## config.mk

```make
export PLATFORM = sky130hd
export DESIGN_NAME = edge_kick_wdt
export DESIGN_NICKNAME = d
export VERILOG_FILES = /design/src/rtl/wdt_pkg.sv /design/src/rtl/wdt_sync.sv /design/src/rtl/wdt_edge.sv /design/src/rtl/wdt_timer.sv /design/src/rtl/edge_kick_wdt.sv
export SDC_FILE = /design/constraint.sdc
export NUM_CORES = 1
export LEC_CHECK = 0
export BUFFER_PORTS_ARGS = -buffer_cell sky130_fd_sc_hd__clkbuf_2
export CORE_MARGIN = 1.5
export CORE_UTILIZATION = 59
export CTS_BUF_LIST = sky130_fd_sc_hd__clkbuf_8 sky130_fd_sc_hd__clkbuf_16
export CTS_CLUSTER_DIAMETER = 80
export CTS_CLUSTER_SIZE = 25
export DETAILED_ROUTE_END_ITERATION = 10
export PLACE_DENSITY_LB_ADDON = 0.3
export SLEW_MARGIN = 10
export SYNTH_ARGS = -nofsm -noshare
export SYNTH_HDL_FRONTEND = slang
export SYNTH_SLANG_ARGS = --single-unit
```

## constraint.sdc

```tcl
create_clock -name clk -period 4.3 [get_ports clk]
set_clock_uncertainty 0.05 [all_clocks]
set_input_delay 0.86 -clock clk [delete_from_list [all_inputs] [get_ports clk]]
set_output_delay 0.86 -clock clk [all_outputs]
set_load 0.05 [all_outputs]
```

## src/rtl/wdt_pkg.sv

```systemverilog
package wdt_pkg;
  typedef enum logic [1:0] {
    WD_IDLE    = 2'd0,
    WD_RUN     = 2'd1,
    WD_EXPIRED = 2'd2
  } wd_state_e;

  function automatic int unsigned cnt_width(input int unsigned limit);
    return (limit > 1) ? $clog2(limit) : 1;
  endfunction
endpackage

```

## src/rtl/wdt_sync.sv

```systemverilog
module wdt_sync #(
  parameter int unsigned STAGES = 2
) (
  input  logic clk,
  input  logic rst_n,
  input  logic d,
  output logic q
);
  logic [STAGES-1:0] chain_q;
  logic [STAGES-1:0] chain_d;

  generate
    if (STAGES == 1) begin : g_one
      assign chain_d = d;
    end else begin : g_many
      assign chain_d = {chain_q[STAGES-2:0], d};
    end
  endgenerate

  always_ff @(posedge clk or negedge rst_n) begin
    if (!rst_n) chain_q <= '0;
    else        chain_q <= chain_d;
  end

  assign q = chain_q[STAGES-1];
endmodule

```

## src/rtl/wdt_edge.sv

```systemverilog
module wdt_edge (
  input  logic clk,
  input  logic rst_n,
  input  logic sample,
  input  logic enable,
  output logic kick
);
  logic prev_q;

  always_ff @(posedge clk or negedge rst_n) begin
    if (!rst_n) prev_q <= 1'b0;
    else        prev_q <= sample;
  end

  assign kick = enable & (sample ^ prev_q);
endmodule

```

## src/rtl/wdt_timer.sv

```systemverilog
module wdt_timer
  import wdt_pkg::*;
#(
  parameter int unsigned TIMEOUT_CYCLES = 2000,
  localparam int unsigned CNT_W = cnt_width(TIMEOUT_CYCLES)
) (
  input  logic             clk,
  input  logic             rst_n,
  input  logic             hold,
  input  logic             kick,
  output wd_state_e        state,
  output logic [CNT_W-1:0] cnt,
  output logic             expired
);
  localparam logic [CNT_W-1:0] LAST = CNT_W'(TIMEOUT_CYCLES - 1);

  wd_state_e        state_q, state_d;
  logic [CNT_W-1:0] cnt_q, cnt_d;

  always_comb begin
    state_d = state_q;
    cnt_d   = cnt_q;
    if (hold) begin
      state_d = WD_IDLE;
      cnt_d   = '0;
    end else if (kick) begin
      state_d = WD_RUN;
      cnt_d   = '0;
    end else if (state_q == WD_RUN) begin
      if (cnt_q == LAST) state_d = WD_EXPIRED;
      else               cnt_d   = cnt_q + 1'b1;
    end
  end

  always_ff @(posedge clk or negedge rst_n) begin
    if (!rst_n) begin
      state_q <= WD_IDLE;
      cnt_q   <= '0;
    end else begin
      state_q <= state_d;
      cnt_q   <= cnt_d;
    end
  end

  assign state   = state_q;
  assign cnt     = cnt_q;
  assign expired = (state_q == WD_EXPIRED);
endmodule

```

## src/rtl/edge_kick_wdt.sv

```systemverilog
module edge_kick_wdt
  import wdt_pkg::*;
#(
  parameter int unsigned TIMEOUT_CYCLES = 2000,
  parameter int unsigned SYNC_STAGES    = 2
) (
  input  logic clk,
  input  logic rst_n,
  input  logic wd_in,
  input  logic wd_in_valid,
  input  logic sys_reset_active,
  input  logic supply_ok,
  output logic wd_flag_n
);
  localparam int unsigned CNT_W = cnt_width(TIMEOUT_CYCLES);

  logic             sync_q;
  logic             kick;
  logic             hold;
  wd_state_e        tmr_state;
  logic [CNT_W-1:0] tmr_cnt;
  logic             expired;

  wdt_sync #(.STAGES(SYNC_STAGES)) u_sync (
    .clk(clk), .rst_n(rst_n), .d(wd_in), .q(sync_q)
  );

  wdt_edge u_edge (
    .clk(clk), .rst_n(rst_n), .sample(sync_q), .enable(wd_in_valid), .kick(kick)
  );

  assign hold = sys_reset_active | ~wd_in_valid;

  wdt_timer #(.TIMEOUT_CYCLES(TIMEOUT_CYCLES)) u_timer (
    .clk(clk), .rst_n(rst_n), .hold(hold), .kick(kick),
    .state(tmr_state), .cnt(tmr_cnt), .expired(expired)
  );

  assign wd_flag_n = supply_ok & ~expired;
endmodule

```

# Word level (Yosys, flattened, before mapping)
# Cells that the tools add are included.
dict set report op_classes {
  n_addsub 1
  n_mul 0
  div_mod_pow 0
  order_cmp 0
  eq_ne 4
  n_shift 0
  mux 8
  bitwise 6
  n_reduce_logical 4
}
# op count
set op_table {}
lappend op_table {{$mux 11} 4}
lappend op_table {{$add 11x1->11 const B} 1}
lappend op_table {{$eq 11x11->1 const B} 1}
lappend op_table {{$mux 2} 4}
lappend op_table {{$reduce_bool 3->1} 2}
lappend op_table {{$reduce_and 2->1} 2}
lappend op_table {{$ne 3x3->1 const B} 1}
lappend op_table {{$and 1x1->1} 2}
lappend op_table {{$eq 2x1->1 const B} 1}
lappend op_table {{$eq 2x2->1 const B} 1}
lappend op_table {{$not 1->1} 2}
lappend op_table {{$or 1x1->1} 1}
lappend op_table {{$xor 1x1->1} 1}
dict set report totals {
  regBits 16
  latch_bits 0
  ramBits 0
  romBits 0
  inputBits 6
  output_inout_bits 1
  elab_cells 27
  n_memories 0
}

# Logic depth before layout (Yosys ltp)
dict set report depth {
  depth_word 5
  mapped_depth 6
  ltp_nobuf 5
}

# Cells and area by module
# A second synthesis with hierarchy kept.
dict set report unflattened {
  hier_cells 77
  area_unflattened_um2 800.8
}
# module n_inst cells_per_inst area_each_um2 seq_area_each_um2
set modules_own_cells {}
lappend modules_own_cells {wdt_timer 1 70 690.7 325.3}
lappend modules_own_cells {wdt_sync 1 2 50.0 50.0}
lappend modules_own_cells {wdt_edge 1 3 40.0 25.0}
lappend modules_own_cells {edge_kick_wdt 1 2 20.0 0.0}

# Worst setup path after synthesis
# Ideal clock, no wire load.
dict set report synth_timing {
  path_type {input-to-output}
  start {in supply_ok}
  end {out wd_flag_n}
  arrival_ns 1.999
  t_required_ns 3.390
  slack_ns 1.391
  cell_stages 1
  path_buffers 0
  cell_sequence {a21boi_0}
}
dict set report synth_between {
  elab_chain_len 1
}
# item line_no
set synth_lines {}
lappend synth_lines {{start: declaration} edge_kick_wdt.sv:12} ;# input logic supply_ok,
lappend synth_lines {{$and 1x1->1} edge_kick_wdt.sv:39} ;# assign wd_flag_n = supply_ok & ~expired;
lappend synth_lines {{end: declaration} edge_kick_wdt.sv:13} ;# output logic wd_flag_n
# Every way passes these cells.

# Final worst setup path
# Same ends and word-level chain as after synthesis.

==> qor.csv <==
stage,metric,value,unit
status,status,completed,
clock_network,cts.htree.levels,1,
clock_network,tritoncts,yes,
synthesis,synth-seq-cells,16,
synthesis,ys_seq_area_share,51.0,%
sta,final-setup-viol-count,0,
sta,hold_violations,0,
drt,wirelength,1.58,mm
setup_path,start_kind,input port,
synthesis,synth_edf_count,0,
die,rows,12,
setup_path,required,3.39,ns
drt,drc,0,
clock_network,cts_setup_buffers,0,
clock_network,path_clk_slew,0.06,ns
die,die_y,39.5,µm
setup_path,crit_path_max_fanout,1,
synthesis,synth.distinct_cells,32,
power_and_ir_drop,power,0.303,mW
sta,maxSlewViolCount,0,
place,io_buffers,6,
setup_path,critPathArrivalTime,1.38,ns
power_and_ir_drop,power_density,347,nW/µm²
place,numPlacedInstances,96,
synthesis,avgSynthCellArea,10.1,µm²
setup_path,worstSetupEndpointType,primary output,
drt,drt_iter0_drc,21,
global_route,grt_pass1_vias,596,
drt,viasPerCell,6.15,
sta,finalCritPeriodShare,53.4,%
sta,fin_tns_setup,0,ns
setup_path,critical_path_class,in -> out,
clock_network,cts_sinks,16,
clock_network,root_buffer,clkbuf_8,
cells_and_area,n_fill_cell,84,
die,dieArea,1560,µm²
drt,route.antenna.remaining_nets,0,
cells_and_area,diodes,0,
drt,wl_per_cell,15.8,µm
cells_and_area,area_growth,11.1,%
die,ios,7,
drt,route.vias.total,615,
clock_network,cts_inserted_buffers,3,
die,core-area,1170,µm²
clock_network,clk_latency,0.25,ns
cells_and_area,final_cells,100,
global_route,grt_pass1_wl,2.62,mm
global_route,grt_max_degree,17,
synthesis,async_flop_share,100,%
global_route,gr-total-overflow,0,
synthesis,ys_warn_count,0,
sta,slew_headroom,74.0,%
die,die_x,39.5,µm
sta,timing.fmax,436,MHz
cells_and_area,drive_gt1_share,15.1,%
sta,post-route-min-period,2.29,ns
power_and_ir_drop,p_leak,0.362,nW
sta,rsz0062_at_grt,false,
synthesis,ys.flop_type,dfrtp_1,
power_and_ir_drop,ir_drop,0.271,mV
global_route,antenna_found_initial,0,
synthesis,syn_area,786,µm²
die,start_util,67.1,%
cells_and_area,nNetsFinal,94,
worst_hold_path,hp-class,reg -> reg,
clock_network,cts_hold_buf,0,
global_route,track_usage,26.4,%
job,drv_cap,0,
drt,drtPass1Iterations,4,
synthesis,synth_cells,78,
synthesis,syn_nets,85,
sta,tightest_slew,0.389,ns
clock_network,cts_resized,0,
place,gp_congestion,0.878,
clock_network,clockBufferDepth,2,
place,hpwl,1.06,mm
-- cells by family after synthesis --
kind of cell,count (synthesis),synth area share (%)
xor gates and xnor gates,5,5.57
AOI/OAI and AO/OA,16,12.9
adders and majority gates,1,1.59
DFF,16,51.0
and+or+nand+nor,34,24.4
muxes,1,1.27
buffers and inverters,5,3.34
-- power by group --
group          total (mW)  switching (mW)  internal, mW
Sequential          0.155         0.00178         0.153
Combinational      0.0153          0.0103       0.00503
Clock               0.133          0.0516        0.0813
-- area by class of cell --
class	count	area, µm²	area share (%)
clock buffers	4	55.1	6.30
well taps	14	17.5	2.01
flip-flops and latches	16	400	45.8
inverters	3	11.3	1.29
repair buffers	6	30.0	3.44
multi-input cells	57	359	41.1
-- sequential cells by signal, indices dropped and copies added (netlist names) --
name,flops
u_timer.cnt,11
u_sync.chain_q,2
u_timer.state,2
u_edge.prev_q,1
-- synth_stat cells, types with 2 or more instances --
library cell / n / area (µm²)
or4_1: 2 / 15.0
inv_1: 3 / 11.3
nand2b_1: 2 / 12.5
o31ai_1: 2 / 15.0
a21oi_1: 7 / 35.0
nand4_1: 2 / 12.5
dfrtp_1: 16 / 400
nor2_1: 8 / 30.0
nand2_1: 6 / 22.5
a31oi_1: 2 / 12.5
xnor2_1: 4 / 35.0
and3_1: 3 / 18.8
nor3_1: 2 / 10.0
-- path summary, 6_finish.rpt --
| check | from | endpoint | slack, ns | depth (start not counted) |
|---|---|---|---|---|
| max in group asynchronous | rst_n | u_timer.cnt[4] | 3.47 | 1 |
| min in group asynchronous | rst_n | u_timer.state[0] | 0.46 | 1 |
| min reg2reg | u_sync.chain_q[0] | u_sync.chain_q[1] | 0.31 | 0 |
| min | u_sync.chain_q[0] | u_sync.chain_q[1] | 0.31 | 0 |
| max | supply_ok | wd_flag_n | 2.01 | 3 |
| max reg2reg | u_timer.cnt[0] | u_timer.cnt[9] | 2.53 | 5 |
-- worst max-delay path, cell delays in order --
cell	delay [ns]
clkbuf_2	0.07
a21boi_0	0.15
clkbuf_2	0.30
-- metal layers --
layer	wire [µm]	track usage (%)	vias to the layer above
met3	120	6.82	0
met1	658	35.1	293
met4	0	7.76	0
met5	0	0	-
met2	802	41.8	26
li1	-	-	296
-- layout by cell type, fill, tap and decap left out, types with 2 or more instances in the layout --
| cell type | n |
|---|---|
| a21oi_1 | 7 |
| a31oi_1 | 2 |
| and3_1 | 3 |
| clkbuf_2 | 6 |
| clkbuf_8 | 4 |
| dfrtp_1 | 16 |
| inv_1 | 3 |
| nand2_1 | 6 |
| nand2b_1 | 2 |
| nand4_1 | 2 |
| nor2_1 | 8 |
| nor3_1 | 2 |
| o31ai_1 | 2 |
| or4_1 | 2 |
| xnor2_1 | 4 |
-- metrics by stage --
stage | util [%] | setup slack, ns | hold slack [ns] | cell area [µm²]
6_report | 74.6 | 2.01 | 0.309 | 873
5_1_grt | 74.6 | 1.94 | 0.313 | 873
4_1_cts | 74.6 | 2.00 | 0.312 | 873
3_5_place_dp | 69.9 | 2.00 | 0.299 | 818
3_3_place_gp | 69.9 | 2.01 | 0.282 | 818
2_1_floorplan | - | 1.39 | 0.281 | 786
Power figures use the tool's default switching activity.
